===== config.mk =====
export PLATFORM = sky130hd
export DESIGN_NAME = rfi_msr_unit
export DESIGN_NICKNAME = d
export VERILOG_FILES = /design/src/rtl/rfi_pkg.sv /design/src/rtl/rfi_msr_merge.sv /design/src/rtl/rfi_nia_align.sv /design/src/rtl/rfi_out_stage.sv /design/src/rtl/rfi_msr_unit.sv
export SDC_FILE = /design/constraint.sdc
export NUM_CORES = 1
export LEC_CHECK = 0
export ABC_AREA = 1
export BUFFER_PORTS_ARGS = -buffer_cell sky130_fd_sc_hd__buf_2
export CAP_MARGIN = 40
export CORE_AREA = 4 4 132 134
export DETAILED_ROUTE_END_ITERATION = 16
export DIE_AREA = 0 0 136 138
export PLACE_DENSITY = 0.63
export SLEW_MARGIN = 40
export SYNTH_ARGS = -nofsm -noshare
export SYNTH_HDL_FRONTEND = slang
export SYNTH_SLANG_ARGS = --single-unit
export TNS_END_PERCENT = 20

===== constraint.sdc =====
create_clock -name clk -period 1.6 [get_ports clk]
set_clock_uncertainty 0.2 [all_clocks]
set_input_delay 0.48 -clock clk [delete_from_list [all_inputs] [get_ports clk]]
set_output_delay 0.48 -clock clk [all_outputs]
set_load 0.01 [all_outputs]

===== src/rtl/rfi_pkg.sv =====
// Package: bit positions and per-bit source classes for the machine state restore.
// Assumes a 64-bit register with big-endian (architectural) bit numbering.
package rfi_pkg;

    localparam int XLEN = 64;

    // Architectural (big-endian) positions of the bits with special rules
    localparam int A_HV    = 3;
    localparam int A_TS_HI = 29;
    localparam int A_TS_LO = 31;
    localparam int A_EE    = 48;
    localparam int A_PR    = 49;
    localparam int A_ME    = 51;
    localparam int A_IR    = 58;
    localparam int A_DR    = 59;

    // The same positions as LSB indices
    localparam int L_HV    = XLEN - 1 - A_HV;
    localparam int L_PR    = XLEN - 1 - A_PR;
    localparam int L_ME    = XLEN - 1 - A_ME;
    localparam int L_TS_HI = XLEN - 1 - A_TS_HI;
    localparam int L_TS_LO = XLEN - 1 - A_TS_LO;
    localparam int TS_W    = L_TS_HI - L_TS_LO + 1;

    // Field patterns that together keep the current transactional state
    localparam logic [TS_W-1:0] TS_KEEP_CUR   = 3'b010;
    localparam logic [TS_W-1:0] TS_KEEP_SAVED = 3'b000;

    // How one bit of the new machine state is sourced
    typedef enum logic [2:0] {
        SRC_COPY,    // straight from saved state
        SRC_HV_AND,  // current AND saved
        SRC_ME_SEL,  // saved if current hypervisor, else current
        SRC_TS_SEL,  // transactional field keep/replace rule
        SRC_PR_OR    // saved OR saved problem state
    } src_e;

    // Classify an architectural bit number
    function automatic src_e src_of(input int arch);
        if (arch == A_HV)                         return SRC_HV_AND;
        if (arch == A_ME)                         return SRC_ME_SEL;
        if (arch >= A_TS_HI && arch <= A_TS_LO)   return SRC_TS_SEL;
        if (arch == A_EE || arch == A_IR || arch == A_DR) return SRC_PR_OR;
        return SRC_COPY;
    endfunction

endpackage


===== src/rtl/rfi_msr_merge.sv =====
// Module: rfi_msr_merge
// Combinational merge of current and saved machine state into the new state.
// Each bit is a 2:1 choice between the current bit and an alternative built
// from the saved state; the class of the bit decides both selector and
// alternative. Assumes rfi_pkg::XLEN wide operands.
module rfi_msr_merge
    import rfi_pkg::*;
(
    input  logic [XLEN-1:0] cur_msr,
    input  logic [XLEN-1:0] saved_msr,
    output logic [XLEN-1:0] new_msr
);

    logic [XLEN-1:0] pick_cur;   // 1: take current bit
    logic [XLEN-1:0] alt_bit;    // value used when pick_cur is 0
    logic            ts_hold;    // transactional field keeps current value
    logic            cur_hv;
    logic            saved_pr;

    // Purpose: decode the shared conditions used by several bits
    always_comb begin
        cur_hv   = cur_msr[L_HV];
        saved_pr = saved_msr[L_PR];
        ts_hold  = (cur_msr[L_TS_HI:L_TS_LO]   == TS_KEEP_CUR) &&
                   (saved_msr[L_TS_HI:L_TS_LO] == TS_KEEP_SAVED);
    end

    // One selector/alternative pair per bit, chosen by its class
    for (genvar i = 0; i < XLEN; i++) begin : g_bit
        localparam src_e CLS = src_of(XLEN - 1 - i);
        if (CLS == SRC_HV_AND) begin : g_hv
            assign pick_cur[i] = saved_msr[i];
            assign alt_bit[i]  = 1'b0;
        end else if (CLS == SRC_ME_SEL) begin : g_me
            assign pick_cur[i] = ~cur_hv;
            assign alt_bit[i]  = saved_msr[i];
        end else if (CLS == SRC_TS_SEL) begin : g_ts
            assign pick_cur[i] = ts_hold;
            assign alt_bit[i]  = saved_msr[i];
        end else if (CLS == SRC_PR_OR) begin : g_pr
            assign pick_cur[i] = 1'b0;
            assign alt_bit[i]  = saved_msr[i] | saved_pr;
        end else begin : g_cp
            assign pick_cur[i] = 1'b0;
            assign alt_bit[i]  = saved_msr[i];
        end
    end

    // Purpose: final per-bit selection
    always_comb begin
        new_msr = (pick_cur & cur_msr) | (~pick_cur & alt_bit);
    end

endmodule


===== src/rtl/rfi_nia_align.sv =====
// Module: rfi_nia_align
// Produces the return address aligned down to ALIGN_BITS low zero bits.
// Assumes ALIGN_BITS < W.
module rfi_nia_align #(
    parameter int W          = 64,
    parameter int ALIGN_BITS = 2
) (
    input  logic [W-1:0] ret_addr,
    output logic [W-1:0] nia
);

    localparam logic [W-1:0] LOW_MASK = (W'(1) << ALIGN_BITS) - W'(1);

    // Purpose: clear the low address bits
    always_comb begin
        nia = ret_addr & ~LOW_MASK;
    end

endmodule


===== src/rtl/rfi_out_stage.sv =====
// Module: rfi_out_stage
// One-entry registered output stage with valid/ready on both sides.
// Accepts a new payload when empty or when the held payload is taken.
module rfi_out_stage #(
    parameter int W = 8
) (
    input  logic         clk,
    input  logic         rst_n,
    input  logic         up_valid,
    output logic         up_ready,
    input  logic [W-1:0] up_data,
    output logic         dn_valid,
    input  logic         dn_ready,
    output logic [W-1:0] dn_data
);

    // Purpose: can accept when nothing is held or the holder is drained
    always_comb begin
        up_ready = ~dn_valid | dn_ready;
    end

    // Purpose: valid flag and payload register
    always_ff @(posedge clk) begin
        if (!rst_n) begin
            dn_valid <= 1'b0;
            dn_data  <= '0;
        end else if (up_ready) begin
            dn_valid <= up_valid;
            if (up_valid) dn_data <= up_data;
        end
    end

    AST_HOLD_STALL: assert property (@(posedge clk) disable iff (!rst_n)
        dn_valid && !dn_ready |=> dn_valid && $stable(dn_data));

endmodule


===== src/rtl/rfi_msr_unit.sv =====
// Module: rfi_msr_unit (top)
// Computes new machine state and next instruction address for a
// return-from-interrupt, with one registered output stage. The context tag
// travels with the result. Assumes 64-bit registers, big-endian bit numbers.
module rfi_msr_unit #(
    parameter int CTX_W = 8
) (
    input  logic                      clk,
    input  logic                      rst_n,
    input  logic                      in_valid,
    output logic                      in_ready,
    input  logic [CTX_W-1:0]          in_ctx,
    input  logic [rfi_pkg::XLEN-1:0]  in_msr,
    input  logic [rfi_pkg::XLEN-1:0]  in_srr0,
    input  logic [rfi_pkg::XLEN-1:0]  in_srr1,
    input  logic                      out_ready,
    output logic                      out_valid,
    output logic [CTX_W-1:0]          out_ctx,
    output logic [rfi_pkg::XLEN-1:0]  out_msr,
    output logic                      out_msr_ok,
    output logic [rfi_pkg::XLEN-1:0]  out_nia,
    output logic                      out_nia_ok
);
    import rfi_pkg::*;

    localparam int PAY_W = CTX_W + 2 * XLEN;
    localparam int L_EE  = XLEN - 1 - A_EE;
    localparam int L_IR  = XLEN - 1 - A_IR;
    localparam int L_DR  = XLEN - 1 - A_DR;

    logic [XLEN-1:0]  nxt_msr;
    logic [XLEN-1:0]  nxt_nia;
    logic [PAY_W-1:0] pay_in;
    logic [PAY_W-1:0] pay_out;

    rfi_msr_merge u_merge (
        .cur_msr   (in_msr),
        .saved_msr (in_srr1),
        .new_msr   (nxt_msr)
    );

    rfi_nia_align #(.W(XLEN), .ALIGN_BITS(2)) u_align (
        .ret_addr (in_srr0),
        .nia      (nxt_nia)
    );

    // Purpose: pack the result with its tag
    always_comb begin
        pay_in = {in_ctx, nxt_msr, nxt_nia};
    end

    rfi_out_stage #(.W(PAY_W)) u_stage (
        .clk      (clk),
        .rst_n    (rst_n),
        .up_valid (in_valid),
        .up_ready (in_ready),
        .up_data  (pay_in),
        .dn_valid (out_valid),
        .dn_ready (out_ready),
        .dn_data  (pay_out)
    );

    // Purpose: unpack held result; both write enables follow a held result
    always_comb begin
        {out_ctx, out_msr, out_nia} = pay_out;
        out_msr_ok = out_valid;
        out_nia_ok = out_valid;
    end

    logic accepted;
    assign accepted = in_valid & in_ready;

    AST_HV_NO_RAISE: assert property (@(posedge clk) disable iff (!rst_n)
        accepted |=> !out_msr[L_HV] || $past(in_msr[L_HV]));

    AST_ME_KEEP: assert property (@(posedge clk) disable iff (!rst_n)
        accepted && !in_msr[L_HV] |=> out_msr[L_ME] == $past(in_msr[L_ME]));

    AST_PR_FORCE: assert property (@(posedge clk) disable iff (!rst_n)
        accepted |=> !out_msr[L_PR] || (out_msr[L_EE] && out_msr[L_IR] && out_msr[L_DR]));

    AST_NIA_WORD: assert property (@(posedge clk) disable iff (!rst_n)
        out_valid |-> out_nia[1:0] == 2'b00);

    AST_ACCEPT_LOAD: assert property (@(posedge clk) disable iff (!rst_n)
        accepted |=> out_valid && out_msr_ok && out_nia_ok && out_ctx == $past(in_ctx));

    AST_IDLE_NO_OK: assert property (@(posedge clk) disable iff (!rst_n)
        out_valid && out_ready && !in_valid |=> !out_msr_ok && !out_nia_ok);

endmodule


==> metrics.md, run 1 <==
| Metric | Value |
|---|---|
| Peak supply drop | 0.6266 mV |
| RSZ-0062 raised after global routing | true |
| Hold Fails Final Rpt | 0 |
| CP peak stage delay | 0.36 ns |
| Pre-CTS setup slack | -0.1003 ns |
| CP startpoint kind | flip-flop |
| Crit path cell chain | buf_6, buf_6 |
| Vias in the first global route | 4471 |
| Vias | 4853 |
| CP max FO | 4 |
| Die height | 138 um |
| TritonCTS clock tree | yes |
| Synth unique cells | 19 |
| YS warnings | 0 |
| Critical Path RT | 0.92 ns |
| Area delta synth->final | 60.54% |
| Clk pin slew, worst setup/hold paths | 0.06 ns |
| PD cells | 1238 nW/um^2 |
| Final Routed Wirelength | 14970 um |
| Number of hold buffers added after CTS | 0 |
| DP Area | 6648 sq um |
| IO Count | 344 |
| Share of cells above drive strength 1 | 42.35% |
| Largest cells by area after synthesis | dfxtp_1 (57%), nor2_1 (21%), o21ai_0 (12%) |
| Most frequent CP cell | buf_6 |
| Core Area | 16290 sq um |
| Gr usage total | 15.05% |
| Crit end category | output pin |
| Fin crit period | 1.662 ns |
| First-pass iteration count of the detailed router | 4 |
| Syn_area_per_cell | 7.717 sq um |
| Clock Sinks | 135 |
| Min-Delay Path Class | in -> reg |
| Filler cells | 1653 |
| Fin Hold WS | 0.07994 ns |
| GP Congestion | 0.7709 |
| Post-synthesis sequential area ratio | 57.13% |
| Crit path kind | reg -> out |
| Setup ws final | -0.06230 ns |
| Reg2Reg Setup Slack | -0.01 ns |
| Cell with the most instances after synthesis | nor2_1 |
| Failing checks | negative setup slack |
| Row count | 47 |
| Cells after synthesis | 613 |
| Fraction of registers with async set or reset after synthesis | 0% |
| Root Buffer | clkbuf_16 |
| Synthesized cell area | 4731 sq um |
| Die Area | 18770 sq um |
| Worst-Skew Late Latency | 0.40 ns |
| Post-synth top area cell | dfxtp_1 |
| DIE WIDTH | 136 um |
| Slowest-stage cell, CP | dfxtp_2 |
| Starting Density | 29.04% |
| FF+latch count, synth | 135 |
| F_max | 0.6016 GHz |
| # DRC | 0 |
| Congestion Overflow GR | 0 |
| Pin count of the biggest net entering global routing | 73 |
| Initial antenna violation count | 1 |
| CTS buffer count | 17 |
| Final setup viols | 5 |
| Number of max-cap violations | 0 |
| Post-synth top area share | 57.13% |
| # port buffers | 280 |
| Diode count | 0 |
| LEAKAGE | 3.795 nW |
| Top FF cell, synth | dfxtp_1 |
| Arrival time of the worst setup path | 0.98 ns |
| Pins Over Slew Limit | 0 |
| Post-synth EDFFs | 0 |
| First-pass GRT wire length | 22690 um |
| WL per Instance | 13.12 um |
| Final #Nets | 1112 |
| Total power | 9.399 mW |
| Vias/cell | 4.253 |
| 1st-iter DRT viols | 204 |
| H-tree depth | 4 |
| Status | finished, violations left |
| Fin area | 7595 sq um |
| Final HPWL DP | 10740 um |
| Top cells by count, synth | nor2_1 (269), dfxtp_1 (135), o21ai_0 (118) |
| Routed Antenna Nets | 0 |
| Final period util | 103.9% |
| Clock tree buffer depth | 2 |
==> flip-flops by register name (all words and copies together), names as in the netlist <==
register,cells
u_stage.dn_valid,1
u_stage.dn_data,134
==> area by class of cell <==
class / instances / area, sq um / area share (%)
Tap cell: 220 / 275.3 / 3.624
Timing Repair Buffer: 322 / 2100 / 27.64
Multi-Input combinational cell: 422 / 1788 / 23.54
Inverter: 10 / 37.54 / 0.4942
Sequential cell: 135 / 2743 / 36.11
Clock buffer: 22 / 484.2 / 6.376
Clock inverter: 10 / 167.7 / 2.208
==> layout by cell type (no fill, tap or decap), drive strengths merged <==
cell      count
buf         318
nor2        269
dfxtp       135
o21ai       128
clkbuf       26
nand2        16
inv          10
clkinv        5
bufinv        4
nand3b        2
conb          2
a21oi         2
or2           1
nand3         1
a21boi        1
clkinvlp      1
==> cells by family (layout without fill, tap and decap cells) <==
group | Yosys count | count (layout) | share of synthesized area [%]
AND/OR/NAND/NOR | 289 | 289 | 23.27
flip-flops | 135 | 135 | 57.13
AO/OA/AOI/OAI | 131 | 131 | 13.99
buffers and inverters | 57 | 364 | 5.528
other | 1 | 2 | 0.07927
==> layer usage <==
metal	GRT usage, %	vias to the layer above	part of all wire, %
li1	-	2535	-
met1	18.33	2121	42
met2	24.33	181	47
met3	5.560	14	9.2
met4	5.411	2	1.3
met5	0	-	0.080
==> worst max-delay path, delay by kind of cell (launching register included) <==
family                 cells  cell delay, ns
DFF                        1            0.36
buffers and inverters      2            0.23
==> power breakdown <==
part / total (mW) / internal, mW / switching [mW] / leakage, nW
sequential: 3.76 / 3.64 / 0.122 / 1.13
clock: 4.26 / 2.78 / 1.47 / 0.316
combinational: 1.38 / 0.673 / 0.708 / 2.35
==> timing repair <==
item | CTS | global route
gates resized for setup | 9 | 51
pin swaps | 1 | 70
endpoints found under the setup margin | 5 | 78
gates cloned | 0 | 4
setup buffers | 1 | 1
==> through the flow <==
| step | utilization [%] | instances | TNS, ns |
|---|---|---|---|
| after floorplan | - | 614 | 0 |
| after global placement | 40.81 | 1103 | -5.479 |
| after detailed placement | 40.81 | 1103 | -6.021 |
| after CTS | 45.11 | 1136 | -0.3455 |
| after global routing | 46.62 | 1141 | -5.335 |
| final | 46.62 | 1141 | -0.2169 |
==> path summary, 6_finish.rpt <==
kind                       startpoint                   to  cells past startpoint
hold / removal             in_srr1[4]  u_stage.dn_data[68]                      3
setup / recovery     u_stage.dn_valid           out_msr_ok                      2
hold reg to reg   u_stage.dn_data[34]  u_stage.dn_data[34]                      2
setup reg to reg     u_stage.dn_valid  u_stage.dn_data[71]                      7
Note: power is estimated with default switching activity, not from simulation.
==> inputs of run 2 (changes only) <==
- ABC_AREA: 1 -> not set
- CORE_AREA: 4 4 132 134 -> 4 4 130 132
- DIE_AREA: 0 0 136 138 -> 0 0 134 136
- PLACE_DENSITY: 0.63 -> 0.67
==> run 2 against run 1 <==
The run still ends with negative setup slack left. Wire length up 17%. Fmax down 4.4%. Non-clock buffer count down 1. Worst setup slack worse by 0.077 ns. Die area down 2.9%. Combinational power down 14%. Critical path type unchanged. Largest power group unchanged.
==> metrics.md, run 2 <==
| Metric | Value |
|---|---|
| First-pass iteration count of the detailed router | 5 |
| Status | finished, violations left |
| Post-synth top area cell | dfxtp_1 |
| Final setup viols | 4 |
| Critical Path RT | 0.92 ns |
| Clk pwr share | 45.7% |
| Pins Over Slew Limit | 0 |
| Share of cells above drive strength 1 | 44.22% |
| F_max | 0.5751 GHz |
| TritonCTS clock tree | yes |
| Initial antenna violation count | 0 |
| Root Buffer | clkbuf_16 |
| Row count | 46 |
| H-tree depth | 4 |
| Syn_area_per_cell | 8.263 sq um |
| Commonest non-fill, non-tap cell in the layout | buf_2 |
| CP startpoint kind | flip-flop |
| Reg-to-Reg End | u_stage.dn_data[55] |
| WL per Instance | 15.70 um |
| Clock Sinks | 135 |
| Failing checks | negative setup slack |
| # DRC | 0 |
| Worst setup path end | in_ready |
| Worst reg2reg path startpoint | u_stage.dn_valid |
| Die Area | 18220 sq um |
| Min-Delay Path Class | in -> reg |
| # port buffers | 280 |
| Die height | 136 um |
| Reg2reg path depth | 7 |
| Reg2Reg Setup Slack | 0.07 ns |
| PD cells | 1158 nW/um^2 |
| Crit path kind | reg -> out |
| Sw power | 2.171 mW |
| GP Congestion | 0.7959 |
| Final Routed Wirelength | 17520 um |
| Clock tree buffer depth | 2 |
| Congestion Overflow GR | 0 |
| Post-synthesis sequential area ratio | 52.67% |
| Routed Antenna Nets | 0 |
| Vias | 5602 |
| First-pass GRT wire length | 27340 um |
| Comb pwr share | 13.3% |
| Gr usage total | 18.49% |
| Top cells by count, synth | a21oi_1 (136), dfxtp_1 (135), nand3_1 (128) |
| Total power | 8.945 mW |
| Vias/cell | 5.020 |
| Largest cells by area after synthesis | dfxtp_1 (53%), a21oi_1 (13%), nand3_1 (12%) |
| Cells after synthesis | 621 |
| Crit path from | u_stage.dn_valid |
| Sum Neg Setup Slack | -0.3642 ns |
| Final Util | 49.14% |
| FF+latch count, synth | 135 |
| Most flops, register | u_stage.dn_data |
| Number of hold buffers added after CTS | 0 |
| Fraction of registers with async set or reset after synthesis | 0% |
| Crit end category | output pin |
| Sw frac | 24.28% |
| Cell with the most instances after synthesis | a21oi_1 |
| Diode count | 0 |
| Area delta synth->final | 50.48% |
| YS warnings | 0 |
| Setup ws final | -0.1389 ns |
| 1st-iter DRT viols | 250 |
| Fin area | 7721 sq um |
| Worst-Skew Late Latency | 0.41 ns |
| DIE WIDTH | 134 um |
| DP Area | 6893 sq um |
| Synth unique cells | 18 |
| Reg power frac | 41.0% |
| Final period util | 108.7% |
| CTS buffer count | 17 |
| Post-synth top area share | 52.67% |
| Fin crit period | 1.739 ns |
| LEAKAGE | 3.498 nW |
| CP max FO | 2 |
| Arrival time of the worst setup path | 1.06 ns |
| Int Power | 6.773 mW |
| Peak supply drop | 0.6730 mV |
| Filler cells | 1547 |
| Clk pin slew, worst setup/hold paths | 0.06 ns |
| Post-synth EDFFs | 0 |
| IO Count | 344 |
| RSZ-0062 raised after global routing | true |
| Top FF cell, synth | dfxtp_1 |
| Pin count of the biggest net entering global routing | 71 |
| Starting Density | 32.66% |
| Biggest registers after layout | u_stage.dn_data: 134 flops, u_stage.dn_valid: 1 flops |
| Final #Nets | 1091 |
| Core Area | 15710 sq um |
| Commonest cells after routing, fill and taps aside | buf_2 (257), a21oi_1 (135), nand3_1 (128) |
| Final HPWL DP | 12120 um |
| Number of max-cap violations | 0 |
| Synthesized cell area | 5131 sq um |
| Hold Fails Final Rpt | 0 |
| Fin Hold WS | 0.1089 ns |
| Max FFs per register | 134 |
| Vias in the first global route | 5308 |
## run 2: timing repair
item	4_1_cts	5_1_grt
pin swaps	0	1
resized for setup	9	62
endpoints found under the setup margin	8	61
setup buffers	2	0
## run 2: cell type report
class	count	area, sq um	area share (%)
repair buffers	321	1983	25.68
clock buffers	25	505.5	6.547
well taps	216	270.3	3.500
multi-input cells	409	2074	26.87
flip-flops and latches	135	2755	35.68
clock inverters	7	115.1	1.491
inverters	3	17.52	0.2269
## run 2: per-layer routing
layer	vias up	global-route usage, %	wire [um]
met4	0	5.143	228
met3	17	7.661	1815
met5	-	0	0
met1	2589	22.82	7169
met2	243	29.84	8302
li1	2753	-	-
## run 2: worst min path at each step
stage / from / end / slack, ns / cells past startpoint
after floorplan: u_stage.dn_data[124] / u_stage.dn_data[124] / 0.29 / 2
after global placement: u_stage.dn_data[124] / u_stage.dn_data[124] / 0.26 / 2
after detailed placement: u_stage.dn_data[114] / u_stage.dn_data[114] / 0.26 / 2
after CTS: in_srr1[56] / u_stage.dn_data[120] / 0.1 / 3
after global routing: in_srr1[47] / u_stage.dn_data[111] / 0.11 / 3
final: in_ctx[7] / u_stage.dn_data[135] / 0.11 / 3
## run 2: cells by family (layout without fill, tap and decap cells)
group | after synthesis | in the layout | synth area share (%)
other | 1 | 2 | 0.07308
DFF | 135 | 135 | 52.67
and+or+nand+nor | 136 | 136 | 13.39
AOI/OAI and AO/OA | 270 | 270 | 26.58
muxes | 1 | 1 | 0.1951
buffers and inverters | 78 | 356 | 7.096
## run 2: power by group through the flow
stage	Combinational (mW)	Clock [mW]	Sequential (mW)
2_1_floorplan	0.464	0	3.82
3_3_place_gp	1.14	0	3.71
3_5_place_dp	1.15	0	3.72
4_1_cts	1.16	4.19	3.65
5_1_grt	1.30	4.34	3.69
6_report	1.19	4.09	3.67
## run 2: metrics by stage
stage	setup slack [ns]	instances
4_1_cts	-0.1558	1116
6_report	-0.1389	1116
2_1_floorplan	0.05765	622
3_5_place_dp	-0.1216	1082
3_3_place_gp	-0.09028	1082
5_1_grt	-0.1905	1116
## run 2: critical path, stage by stage, from the launching register on
cell and delay [ns]:
dfxtp_2 0.32, nor2b_4 0.17, inv_4 0.04, buf_6 0.11
==> inputs of run 3 (changes only) <==
- CTS_BUF_LIST: not set -> sky130_fd_sc_hd__clkbuf_16
==> run 3 against run 2 <==
The flow still finishes with violations (negative setup slack). Worst hold slack improved by 0.0015 ns. Worst setup slack improved by 0.0015 ns. Via count barely moved. Total power fell by 3.2%. Wire length fell by 0.63%. Sequential power barely moved. Critical path depth did not move. Combinational power barely moved. Sequential cell count did not move. Fmax barely moved. Sequential share of layout area rose by 0.26 points. Critical endpoint unchanged. Largest cell class unchanged.
==> metrics.md, run 3 (same netlist as run 2, synthesis figures left out) <==
| Metric | Value |
|---|---|
| Status | finished, violations left |
| Failing checks | negative setup slack |
| Fin Hold WS | 0.1104 ns |
| Congestion Overflow GR | 0 |
| # port buffers | 280 |
| Sw frac | 24.81% |
| Starting Density | 32.66% |
| Min-Delay Path Class | in -> reg |
| Initial antenna violation count | 0 |
| Vias in the first global route | 5304 |
| H-tree depth | 4 |
| Die height | 136 um |
| GP Congestion | 0.7959 |
| Area delta synth->final | 49.38% |
| Arrival time of the worst setup path | 1.06 ns |
| Vias | 5604 |
| Max FFs per register | 134 |
| Total power | 8.660 mW |
| Crit path kind | reg -> out |
| DIE WIDTH | 134 um |
| Int Power | 6.511 mW |
| First-pass GRT wire length | 27300 um |
| Worst-Skew Late Latency | 0.41 ns |
| Crit path buf inv count | 2 |
| Sum Neg Setup Slack | -0.3556 ns |
| Die Area | 18220 sq um |
| Worst path top cell family by delay | flip-flops |
| Crit end category | output pin |
| LEAKAGE | 3.482 nW |
| IO Count | 344 |
| Final HPWL DP | 12120 um |
| Final period util | 108.6% |
| Commonest non-fill, non-tap cell in the layout | buf_2 |
| # DRC | 0 |
| RSZ-0062 raised after global routing | true |
| First-pass iteration count of the detailed router | 5 |
| Final #Nets | 1091 |
| CP peak stage delay | 0.32 ns |
| Clock tree buffer depth | 2 |
| Gr usage total | 18.46% |
| TritonCTS clock tree | yes |
| Commonest cells after routing, fill and taps aside | buf_2 (258), a21oi_1 (135), nand3_1 (128) |
| Number of hold buffers added after CTS | 0 |
| Row count | 46 |
| Diode count | 0 |
| 1st-iter DRT viols | 256 |
| Root Buffer | clkbuf_16 |
| Crit path cell chain | nor2b_4, inv_4, buf_6 |
| Biggest registers after layout | u_stage.dn_data: 134 flops, u_stage.dn_valid: 1 flops |
| Slowest-stage cell, CP | dfxtp_2 |
| Clock Sinks | 135 |
| Clk pwr share | 44.0% |
| Comb pwr share | 13.7% |
| Final setup viols | 4 |
| Peak supply drop | 0.6712 mV |
| Vias/cell | 5.022 |
| WL per Instance | 15.60 um |
| F_max | 0.5756 GHz |
| Share of cells above drive strength 1 | 43.67% |
| Clk pin slew, worst setup/hold paths | 0.06 ns |
| Pin count of the biggest net entering global routing | 71 |
| Pins Over Slew Limit | 0 |
| Final Util | 48.78% |
| CP startpoint kind | flip-flop |
| PD cells | 1130 nW/um^2 |
| Setup ws final | -0.1374 ns |
| Fin crit period | 1.737 ns |
| Sw power | 2.149 mW |
| Reg power frac | 42.3% |
| Critical Path RT | 0.92 ns |
| CP max FO | 2 |
| Final Routed Wirelength | 17410 um |
| CTS buffer count | 17 |
| Routed Antenna Nets | 0 |
| Hold Fails Final Rpt | 0 |
| Core Area | 15710 sq um |
| Most flops, register | u_stage.dn_data |
| Number of max-cap violations | 0 |
## run 3: layout make-up
type,count,area (sq um)
Clock buffer,17,425.4
Clock inverter,15,145.1
Fill cell,1554,8048
Inverter,3,17.52
Multi-Input combinational cell,409,2074
Sequential cell,135,2755
Tap cell,216,270.3
Timing Repair Buffer,321,1977
## run 3: through the flow
stage                     cell area, sq um  std cells  setup WS (ns)
after floorplan                       5135        622        0.05765
after global placement                6893       1082       -0.09028
after detailed placement              6893       1082        -0.1216
after CTS                             7510       1116        -0.1572
after global routing                  7665       1116        -0.1911
final                                 7665       1116        -0.1374
## run 3: path summary, 6_finish.rpt
| kind | from | endpoint | slack, ns | cells after the start |
|---|---|---|---|---|
| worst max-delay path | u_stage.dn_valid | in_ready | -0.14 | 3 |
| worst min-delay path | in_ctx[7] | u_stage.dn_data[135] | 0.11 | 3 |
| worst max register to register | u_stage.dn_valid | u_stage.dn_data[55] | 0.07 | 7 |
| worst min register to register | u_stage.dn_data[124] | u_stage.dn_data[124] | 0.27 | 2 |
## run 3: worst reg2reg max path, stage by stage, from the launching register on
cell	delay (ns)
dfxtp_2	0.31
nor2b_4	0.13
inv_4	0.05
buf_4	0.15
buf_12	0.20
buf_12	0.18
nand3_1	0.09
a21oi_1	0.14
## run 3: timing repair
item / 4_1_cts / 5_1_grt
setup endpoints to repair: 8 / 60
resized for setup: 9 / 60
pin swaps: 0 / 1
buffers inserted: 2 / 0
## run 3: power groups by stage
stage / logic [mW] / clock network (mW) / registers [mW]
after global placement: 1.14 / 0 / 3.71
after global routing: 1.30 / 4.07 / 3.69
final: 1.19 / 3.81 / 3.67
after detailed placement: 1.15 / 0 / 3.72
after floorplan: 0.464 / 0 / 3.82
after CTS: 1.16 / 3.92 / 3.65
## run 3: routing by layer
| layer | GRT usage (%) | vias to the layer above | routed length (um) |
|---|---|---|---|
| met5 | 0 | - | 0 |
| met4 | 5.143 | 0 | 226 |
| met3 | 7.698 | 17 | 1857 |
| met2 | 29.84 | 247 | 8315 |
| met1 | 22.70 | 2588 | 7007 |
| li1 | - | 2752 | - |
